## config.mk

```make
export PLATFORM = sky130hd
export DESIGN_NAME = clksrc_guard
export DESIGN_NICKNAME = d
export VERILOG_FILES = /design/src/rtl/clksrc_guard_pkg.sv /design/src/rtl/clksrc_key_fsm.sv /design/src/rtl/clksrc_cfg_reg.sv /design/src/rtl/clksrc_fail_pulse.sv /design/src/rtl/clksrc_guard.sv
export SDC_FILE = /design/constraint.sdc
export NUM_CORES = 1
export LEC_CHECK = 0
export ABC_AREA = 1
export BUFFER_PORTS_ARGS = -buffer_cell sky130_fd_sc_hd__clkbuf_2
export CAP_MARGIN = 25
export CORE_MARGIN = 2
export CORE_UTILIZATION = 41
export DETAILED_ROUTE_END_ITERATION = 7
export GPL_ROUTABILITY_DRIVEN = 0
export PLACE_DENSITY = 0.84
export RECOVER_POWER = 25
export SLEW_MARGIN = 20
export SYNTH_ARGS = -nofsm -noshare
export SYNTH_HDL_FRONTEND = slang
export SYNTH_SLANG_ARGS = --single-unit
```

## constraint.sdc

```tcl
create_clock -name clk -period 1.8 [get_ports clk]
set_clock_uncertainty 0.2 [all_clocks]
set_input_delay 0.27 -clock clk [delete_from_list [all_inputs] [get_ports clk]]
set_output_delay 0.27 -clock clk [all_outputs]
set_load 0.02 [all_outputs]
```

## src/rtl/clksrc_guard_pkg.sv

```systemverilog
package clksrc_guard_pkg;

    typedef enum logic [1:0] {
        KEY_IDLE = 2'd0,
        KEY_HALF = 2'd1,
        KEY_OPEN = 2'd2
    } key_state_e;

    localparam int CTRL_W = 8;

    // field positions of the control value
    localparam int F_SRC_LO = 0;
    localparam int F_SRC_HI = 1;
    localparam int F_XOSC   = 2;
    localparam int F_WOSC   = 3;
    localparam int F_LP     = 4;
    localparam int F_FDET   = 5;
    localparam int F_IOSC   = 6;
    localparam int F_RSV    = 7;

    localparam logic [CTRL_W-1:0] CTRL_BASE = 8'h40;

endpackage

```

## src/rtl/clksrc_key_fsm.sv

```systemverilog
module clksrc_key_fsm
    import clksrc_guard_pkg::*;
#(
    parameter int                 DATA_W = 8,
    parameter logic [DATA_W-1:0]  KEY_A  = 8'hE7,
    parameter logic [DATA_W-1:0]  KEY_B  = 8'h18
) (
    input  logic              clk,
    input  logic              rst_n,
    input  logic              wr_stb,
    input  logic [DATA_W-1:0] wdata,
    output logic              open,
    output logic              commit
);

    key_state_e state_q;
    key_state_e state_d;

    always_ff @(posedge clk) begin
        if (!rst_n) begin
            state_q <= KEY_IDLE;
        end else begin
            state_q <= state_d;
        end
    end

    always_comb begin
        state_d = state_q;
        if (wr_stb) begin
            unique case (state_q)
                KEY_IDLE: begin
                    if (wdata == KEY_A) state_d = KEY_HALF;   // T_FIRST
                end
                KEY_HALF: begin
                    if (wdata == KEY_B)      state_d = KEY_OPEN; // T_SECOND
                    else if (wdata == KEY_A) state_d = KEY_HALF; // T_RESTART
                    else                     state_d = KEY_IDLE; // T_ABORT
                end
                KEY_OPEN: begin
                    state_d = KEY_IDLE;                      // T_COMMIT
                end
                default: state_d = KEY_IDLE;
            endcase
        end
    end

    always_comb begin
        open   = (state_q == KEY_OPEN);
        commit = open && wr_stb;
    end

endmodule

```

## src/rtl/clksrc_cfg_reg.sv

```systemverilog
module clksrc_cfg_reg
    import clksrc_guard_pkg::*;
#(
    parameter int               DIV_W    = 8,
    parameter logic [DIV_W-1:0] DIV_NORM = 8'h01,
    parameter logic [DIV_W-1:0] DIV_LP   = 8'h08
) (
    input  logic              clk,
    input  logic              rst_n,
    input  logic              lowpwr_opt,
    input  logic              commit,
    input  logic [CTRL_W-1:0] wdata,
    output logic [CTRL_W-1:0] ctrl,
    output logic [DIV_W-1:0]  div
);

    logic [CTRL_W-1:0] wmask;
    logic [CTRL_W-1:0] rst_val;

    // per-bit write mask: the reserved bit is never stored
    for (genvar b = 0; b < CTRL_W; b++) begin : g_mask
        if (b == F_RSV) begin : g_rsv
            assign wmask[b] = 1'b0;
        end else begin : g_fld
            assign wmask[b] = 1'b1;
        end
    end

    always_comb begin
        rst_val = CTRL_BASE;
        rst_val[F_LP] = ~lowpwr_opt;
    end

    always_ff @(posedge clk) begin
        if (!rst_n) begin
            ctrl <= rst_val;
            div  <= lowpwr_opt ? DIV_NORM : DIV_LP;
        end else if (commit) begin
            ctrl <= wdata & wmask;
        end
    end

endmodule

```

## src/rtl/clksrc_fail_pulse.sv

```systemverilog
module clksrc_fail_pulse (
    input  logic clk,
    input  logic rst_n,
    input  logic fail_in,
    input  logic enable,
    output logic exc
);

    logic fail_q;

    always_ff @(posedge clk) begin
        if (!rst_n) begin
            fail_q <= 1'b0;
            exc    <= 1'b0;
        end else begin
            fail_q <= fail_in;
            exc    <= enable && fail_in && !fail_q;
        end
    end

endmodule

```

## src/rtl/clksrc_guard.sv

```systemverilog
module clksrc_guard
    import clksrc_guard_pkg::*;
#(
    parameter int               DIV_W    = 8,
    parameter logic [7:0]       KEY_A    = 8'hE7,
    parameter logic [7:0]       KEY_B    = 8'h18,
    parameter logic [DIV_W-1:0] DIV_NORM = 8'h01,
    parameter logic [DIV_W-1:0] DIV_LP   = 8'h08
) (
    input  logic             clk,
    input  logic             rst_n,
    input  logic             lowpwr_opt,
    input  logic             reg_sel,
    input  logic             reg_we,
    input  logic [7:0]       reg_wdata,
    output logic [7:0]       reg_rdata,
    input  logic             osc_fail,
    output logic [1:0]       src_sel,
    output logic             xosc_en,
    output logic             wosc_en,
    output logic             iosc_en,
    output logic             lp_en,
    output logic             fdet_en,
    output logic [DIV_W-1:0] div_val,
    output logic             wr_open,
    output logic             fail_exc
);

    logic              wr_stb;
    logic              commit;
    logic [CTRL_W-1:0] ctrl;

    assign wr_stb = reg_sel && reg_we;

    clksrc_key_fsm #(
        .DATA_W (CTRL_W),
        .KEY_A  (KEY_A),
        .KEY_B  (KEY_B)
    ) u_key (
        .clk    (clk),
        .rst_n  (rst_n),
        .wr_stb (wr_stb),
        .wdata  (reg_wdata),
        .open   (wr_open),
        .commit (commit)
    );

    clksrc_cfg_reg #(
        .DIV_W    (DIV_W),
        .DIV_NORM (DIV_NORM),
        .DIV_LP   (DIV_LP)
    ) u_cfg (
        .clk        (clk),
        .rst_n      (rst_n),
        .lowpwr_opt (lowpwr_opt),
        .commit     (commit),
        .wdata      (reg_wdata),
        .ctrl       (ctrl),
        .div        (div_val)
    );

    clksrc_fail_pulse u_fail (
        .clk     (clk),
        .rst_n   (rst_n),
        .fail_in (osc_fail),
        .enable  (ctrl[F_FDET]),
        .exc     (fail_exc)
    );

    always_comb begin
        reg_rdata = ctrl;
        src_sel   = ctrl[F_SRC_HI:F_SRC_LO];
        xosc_en   = ctrl[F_XOSC];
        wosc_en   = ctrl[F_WOSC];
        iosc_en   = ctrl[F_IOSC];
        lp_en     = ctrl[F_LP];
        fdet_en   = ctrl[F_FDET];
    end

endmodule

```

# Word level (Yosys, flattened, before mapping)
# Index checks and enable logic that the tools add are counted.
[word_totals] memories=0 input_bits=14 regBits=19 mem_bits_rw=0 latchBits=0 word_cells=27 output_inout_bits=25 rom_bits=0
[op_classes] mul=0 div_mod_pow=0 n_addsub=0 n_mux=7 bitwise=1 n_shift=0 n_reduce_logical=7 n_eq_ne=6 n_lt_le_gt_ge=0
[ops] cell="2-to-1 mux 5 bit" count=2
[ops] cell="equality test 8 x 5 -> 1 bit, second input constant" count=1
[ops] cell="equality test 8 bit, second input constant" count=1
[ops] cell="logical AND 1 bit" count=4
[ops] cell="2-to-1 mux 2 bit" count=2
[ops] cell="2-to-1 mux 4 bit" count=1
[ops] cell="!= test 2 x 1 -> 1 bit, second input constant" count=2
[ops] cell="case mux 2 bit (2 select lines)" count=1
[ops] cell="equality test 2 x 1 -> 1 bit, second input constant" count=1
[ops] cell="equality test 2 bit, second input constant" count=1
[ops] cell="logical NOT 2 bit" count=1
[ops] cell="AND reduction 2 bit" count=1
[ops] cell="logical NOT 1 bit" count=1
[ops] cell="2-to-1 mux 1 bit" count=1
[ops] cell="inverter 1 bit" count=1

# Logic depth before layout (Yosys ltp)
# Gate-level depths: netlist (run 1).
[logic_depth] ltp_word=4 ltp_mapped=5

# Modules after synthesis
# Synthesis (run 1) repeated with hierarchy kept, for this count alone.
[unflattened] hier_cells=96 area_unflattened_um2=685.7
[by_module_without_submodules] module="clksrc_cfg_reg" seq_area_each_um2=210.2 cells_each=53 instances=1 area_per_inst_um2=414.1
[by_module_without_submodules] module="clksrc_key_fsm" seq_area_each_um2=40.0 cells_each=27 instances=1 area_per_inst_um2=152.6
[by_module_without_submodules] module="clksrc_guard" seq_area_each_um2=0.0 cells_each=9 instances=1 area_per_inst_um2=60.1
[by_module_without_submodules] module="clksrc_fail_pulse" seq_area_each_um2=40.0 cells_each=7 instances=1 area_per_inst_um2=58.8

# Worst setup path before layout (run 1)
# OpenSTA, ideal clock, no wires.
[synth_path] kind="reg2reg" from="register u_key.state_q[1]" to="register u_cfg.ctrl[4] (enable)" required_ns=1.309 setup_slack_ns=0.487 synth_period_minus_slack_ns=1.313 t_arrival_ns=0.822 stages_incl_launch_ff=5 cell_sequence="dfxtp_1 inv_2 nor3_4 inv_2 nand2_1"
[synth_via] elab_chain_cells=3
[synth_rtl] element="start, declared" line_no="clksrc_key_fsm.sv:16" text="key_state_e state_q;"
[synth_rtl] element="start signal, assigned" line_no="clksrc_key_fsm.sv:23" text="state_q <= state_d;"
[synth_rtl] element="equality test 2 bit" line_no="clksrc_key_fsm.sv:48" text="open = (state_q == KEY_OPEN);"
[synth_rtl] element="logical AND 1 bit" line_no="clksrc_key_fsm.sv:49" text="commit = open && wr_stb;"
[synth_rtl] element="!= test 2 x 1 -> 1 bit (no line)"
[synth_rtl] element="end signal, assigned" line_no="clksrc_cfg_reg.sv:36" text="ctrl <= rst_val;"
[synth_rtl] element="end signal, assigned" line_no="clksrc_cfg_reg.sv:39" text="ctrl <= wdata & wmask;"
[synth_rtl] element="end, declared" line_no="clksrc_cfg_reg.sv:13" text="output logic [CTRL_W-1:0] ctrl,"
# Every way passes these cells.
# A chain may end at the register's enable or synchronous reset.

# Final worst setup path (run 1)
[layout_path] from="register u_key.state_q[1]" to="output wr_open"
[layout_via] elab_chain_cells=1
[layout_rtl] element="equality test 2 bit" line_no="clksrc_key_fsm.sv:48"
[layout_rtl] element="end, declared" line_no="clksrc_guard.sv:25" text="output logic wr_open,"
# Every way passes these cells.

==> results_dict.tcl, run 1 <==
set metrics [dict create \
    outcome "finished, final reports clean" \
    hold_violations 0 \
    yosys.area.top_type "dfxtp_1" \
    path_class "flop to primary output" \
    fp.dieH_um 43.41 \
    avgSynthCellArea_sq_um 7.961 \
    synthMuxAreaShare_pct 0 \
    cap_violations 0 \
    ctsRootBufferMaster "clkbuf_4" \
    crit_chain "inv_2 -> nor2_1 -> clkbuf_2" \
    io_buffers 31 \
    synthTopCellsByArea "dfxtp_1, buf_4, edfxtp_1" \
    gr-total-overflow 0 \
    num_vias 557 \
    synthXorXnorAreaFrac_pct 0 \
    rows 14 \
    slowest_stage "dfxtp_1" \
    final_util_pct 50.92 \
    viasPerCell 4.528 \
    dieWidth_um 43.41 \
    initial_core_util_pct 42.77 \
    yosys_warnings 0 \
    grt_usage_pct 15.25 \
    p_leak_nw 0.4059 \
    n_antenna_cell 0 \
    post_cts_resized 0 \
    clockBufferDepth 2 \
    drc_errors 0 \
    min_period_ns 1.446 \
    power_mw 0.5400 \
    hpwl_um 1027 \
    syn2layout_area_growth_pct 19.06 \
    cts_tree "yes" \
    routed_wl_um 1224 \
    min-delay-start "osc_fail" \
    fill_cells 151 \
    grt_pass1_wl_um 2139 \
    tns_ns 0 \
    first_pass_iters 5 \
    ys_seq_area_share_pct 45.58 \
    reg2reg_slack_ns 0.37 \
    worst-endpoint-required_ns 1.33 \
    post_drt_wl_per_cell_um 9.951 \
    cp_max_fo 3 \
    grt_max_degree 12 \
    worstSetupEndpointType "primary output" \
    htreeDepth 1 \
    synth_simple_gate_area_share_pct 20.83 \
    first_iter_violations 6 \
    yosys.area_share.adder_pct 0 \
    ys_ff_latch 13 \
    synth_top_family_by_area "buffers and inverters" \
    ios 39 \
    numClockSinks 13 \
    synth-compound-area-share_pct 9.823 \
    reg2reg_depth 4 \
    clkLatencyLatePin_ns 0.26 \
    die_area_sq_mm 0.001884 \
    fmax_mhz 691.8 \
    fin_crit_sh_pct 80.31 \
    critPathMaxStageDelay_ns 0.37 \
    antenna_found_initial 0 \
    reg2reg_to "u_cfg.ctrl[4]" \
    syn_inst 80 \
    hold_class "input port to flop" \
    drive_gt1_share_pct 33.64 \
    power_density_mw_per_mm2 712.2 \
    crit-reg2reg-launch "u_key.state_q[1]" \
    min_path_cells 3 \
    crit_arrival_ns 0.98 \
    grt_setup_unrepaired "no" \
    cts_buffers 3 \
    grt_pass1_vias 508 \
    finalNetCount 122 \
    holdPathEnd "u_fail.fail_q" \
    synth.distinct_cells 16 \
    synth_top_area_share_pct 31.43 \
    synth_area_sq_um 636.9 \
    clk_pin_slew_ns 0.08 \
    setup_violations 0 \
    ant_nets 0 \
    irDropWorstVdd_mv 0.3341 \
    design.core.area_sq_mm 0.001489 \
    slew_viol_final 0 \
    critPathLaunchType "flop" \
]
where the power goes:
group,internal [mW],switching (mW),leakage (nW),total [mW]
sequential,0.305,0.00184,0.111,0.306
combinational,0.0192,0.0441,0.280,0.0633
clock,0.0855,0.0848,0.0150,0.170
worst max-delay path: cells and delay by family, from the launching register on:
family | cells | cell delay, ns
AND/OR/NAND/NOR | 1 | 0.10
buffers and inverters | 2 | 0.25
flip-flops | 1 | 0.37
kinds of logic after synthesis:
group | after synthesis
AOI/OAI and AO/OA | 11
buffers and inverters | 25
DFF | 13
other | 1
and+or+nand+nor | 30
Yosys cell counts:
library cell	n
buf_4	14
nand2_1	12
nor2_1	12
dfxtp_1	10
inv_1	8
o21ai_0	6
a21oi_1	4
edfxtp_1	3
inv_2	2
nand3_1	2
nor3_1	2
buf_2	1
conb_1	1
nand4_1	1
nor3_4	1
o211ai_2	1
per-layer routing:
metal,vias to the layer above,wire [um],part of all wire [%],track usage (%)
met5,-,0,0,0
met4,0,12,0.98,7.273
met3,2,92,7.5,4.167
met2,24,610,50,25.37
met1,247,508,42,18.21
li1,284,-,-,-
repair_timing:
action	CTS	global route
hold endpoints to repair	0	1
setup endpoints to repair	0	0
hold buffers	0	1
buffers inserted	0	0
cells in the final DEF (no fill, tap or decap), types with 2 or more instances in the layout:
cell type and n:
inv_2 2, nor3_1 2, nand2_1 12, conb_1 7, edfxtp_1 3, dfxtp_1 10
a21oi_1 4, nor2_1 12, nand3_1 2, clkbuf_1 3, clkbuf_4 3, o21ai_0 6
clkbuf_2 29, inv_1 8
state kept, by name (all words and copies together) (netlist names):
name,count
u_cfg.ctrl,7
u_cfg.div,2
u_key.state_q,2
u_fail.exc,1
u_fail.fail_q,1
how the worst max path moves through the flow:
stage / endpoint / slack [ns] / from
after global routing: u_cfg.ctrl[4] / 0.26 / u_key.state_q[1]
after global placement: u_cfg.ctrl[4] / 0.38 / reg_sel
after CTS: wr_open / 0.34 / u_key.state_q[1]
after detailed placement: u_cfg.ctrl[4] / 0.35 / reg_sel
final: wr_open / 0.35 / u_key.state_q[1]
after floorplan: u_cfg.ctrl[4] / 0.49 / u_key.state_q[1]
layout make-up:
class	instances	area (sq um)	share of cell area, %
timing repair buffer	32	162.7	21.45
multi-input combinational	48	221.5	29.21
inverter	10	37.54	4.950
sequential	13	290.3	38.28
clock buffer	4	26.28	3.465
tap	16	20.02	2.640
stage by stage:
step	setup WS, ns	hold WS [ns]	cell area, sq um	std cells
after floorplan	0.4869	0.1665	659.4	86
after global placement	0.3766	0.1730	724.4	118
after detailed placement	0.3456	0.1910	724.4	118
after CTS	0.3425	0.007640	750.7	122
after global routing	0.2576	0.04031	758.2	123
final	0.3545	0.02646	758.2	123
No activity file was read; power rests on OpenSTA's default activity.
==> run 2, diff against run 1 <==
--- a/config.mk
+++ b/config.mk
@@ -9,10 +9,10 @@
 export BUFFER_PORTS_ARGS = -buffer_cell sky130_fd_sc_hd__clkbuf_2
 export CAP_MARGIN = 25
 export CORE_MARGIN = 2
-export CORE_UTILIZATION = 41
+export CORE_UTILIZATION = 37
 export DETAILED_ROUTE_END_ITERATION = 7
 export GPL_ROUTABILITY_DRIVEN = 0
-export PLACE_DENSITY = 0.84
+export PLACE_DENSITY = 0.8
 export RECOVER_POWER = 25
 export SLEW_MARGIN = 20
 export SYNTH_ARGS = -nofsm -noshare
==> constraint.sdc (replaced) <==
create_clock -name clk -period 1.2 [get_ports clk]
set_clock_uncertainty 0.2 [all_clocks]
set_input_delay 0.18 -clock clk [delete_from_list [all_inputs] [get_ports clk]]
set_output_delay 0.18 -clock clk [all_outputs]
set_load 0.02 [all_outputs]
==> results_dict.tcl, run 2 (synthesis gave the netlist of run 1 again) <==
set metrics [dict create \
    p_leak_nw 0.5034 \
    n_antenna_cell 0 \
    clockBufferDepth 2 \
    cap_violations 0 \
    path_class "flop to flop" \
    finalNetCount 137 \
    mostFrequentLayoutCell "clkbuf_2" \
    post_drt_wl_per_cell_um 10.62 \
    cts_buffers 3 \
    ctsRootBufferMaster "clkbuf_4" \
    violations "negative hold slack, negative setup slack" \
    first_iter_violations 14 \
    rows 14 \
    cts_tree "yes" \
    grt_usage_pct 13.36 \
    path_common_cell "inv_2" \
    slew_viol_final 0 \
    grt_setup_unrepaired "yes" \
    syn2layout_area_growth_pct 50.88 \
    irDropWorstVdd_mv 0.5328 \
    initial_core_util_pct 40.85 \
    dpl.cell_count 123 \
    viasPerCell 4.435 \
    regMostFlops "u_cfg.ctrl" \
    hpwl_um 1023 \
    power_density_mw_per_mm2 898.3 \
    io_buffers 31 \
    worstSetupEndpointType "flop" \
    cp_max_fo 6 \
    min_period_ns 1.319 \
    largest_register_ffs 7 \
    slowest_stage "dfxtp_2" \
    crit_chain "inv_2 -> nor3_4 -> inv_2 -> nand2_1" \
    hold_class "input port to flop" \
    fin_crit_sh_pct 109.9 \
    ant_nets 0 \
    critPathLaunchType "flop" \
    design.core.area_sq_mm 0.001559 \
    clk_pin_slew_ns 0.08 \
    routed_wl_um 1465 \
    antenna_found_initial 0 \
    die_area_sq_mm 0.002069 \
    setup_violations 10 \
    fp.dieH_um 45.49 \
    crit_arrival_ns 1.12 \
    drive_gt1_share_pct 45.90 \
    num_vias 612 \
    gr-total-overflow 0 \
    whs_ns -0.003006 \
    critPathMaxStageDelay_ns 0.35 \
    grt_pass1_vias 485 \
    drc_errors 0 \
    fmax_mhz 758.0 \
    worst-endpoint-required_ns 1.00 \
    numClockSinks 13 \
    grt_max_degree 12 \
    hold_violations 1 \
    outcome "finished with violations" \
    mostFrequentLayoutCells "clkbuf_2, nand2_1, nor2_1, buf_4" \
    clkLatencyLatePin_ns 0.28 \
    ios 39 \
    htreeDepth 1 \
    fin_cells 138 \
    worst_slack_ns -0.1192 \
    reg.largest.list "u_cfg.ctrl x7, u_cfg.div x2, u_key.state_q x2" \
    dieWidth_um 45.49 \
    first_pass_iters 4 \
    grt_pass1_wl_um 1959 \
]
==> run 2: changes by cell type in the layout (fill, tap and decap cells not counted), moves of 5 or more <==
cell,previous run,this run
buf_6,0,8
dfxtp_2,0,5
dfxtp_1,10,5
clkbuf_2,29,19
dlygate4sd3_1,1,7
buf_4,0,9
==> run 2: per-layer routing <==
layer	GRT usage [%]	wire length (um)	share of wire, %	vias up
met5	0	0	0	-
met4	5.294	18	1.2	0
met3	3.968	101	6.9	2
met2	21.13	717	49	31
met1	16.91	627	43	262
li1	-	-	-	317
==> run 2: through the flow <==
stage	util [%]	TNS, ns	setup slack (ns)	total power, mW	area [sq um]
final	61.64	-0.5663	-0.1192	0.8632	960.9
after global routing	61.64	-1.485	-0.1843	0.8930	960.9
after CTS	57.30	-0.6109	-0.1327	0.8504	893.4
after detailed placement	48.96	-0.1611	-0.06633	0.5645	763.2
after global placement	48.96	-0.03506	-0.03506	0.5638	763.2
after floorplan	-	-0.06589	-0.06589	0.5449	660.6
==> run 2: final timing paths <==
| check | from | endpoint | slack (ns) | depth (start not counted) |
|---|---|---|---|---|
| hold reg to reg | u_fail.fail_q | u_fail.exc | 0.19 | 1 |
| setup / recovery | u_key.state_q[1] | u_cfg.ctrl[4] | -0.12 | 4 |
| hold / removal | reg_wdata[6] | u_cfg.ctrl[6] | -0.003 | 3 |
| setup reg to reg | u_key.state_q[1] | u_cfg.ctrl[4] | -0.12 | 4 |
==> run 2: what timing repair did <==
action / in CTS / in global routing
pin swaps: 2 / 0
gates resized for setup: 10 / 28
hold endpoints to repair: 9 / 0
setup buffers: 2 / 2
endpoints found under the setup margin: 11 / 24
hold buffers: 7 / 0
==> run 2: final cells by class <==
cell class | count | area [sq um]
Multi-Input combinational cell | 48 | 232.7
Fill cell | 136 | 598.1
Timing Repair Buffer | 47 | 347.8
Inverter | 10 | 37.54
Sequential cell | 13 | 296.5
Tap cell | 16 | 20.02
Clock buffer | 4 | 26.28
==> run 2: critical path: cells and delay by family (launching register included) <==
kind | cells | cell delay (ns)
buffers and inverters | 2 | 0.15
flip-flops | 1 | 0.35
AND/OR/NAND/NOR | 2 | 0.34
==> run 2: power by group <==
group	switching [mW]	internal, mW
clock network	0.147	0.129
registers	0.00434	0.457
logic	0.0710	0.0553
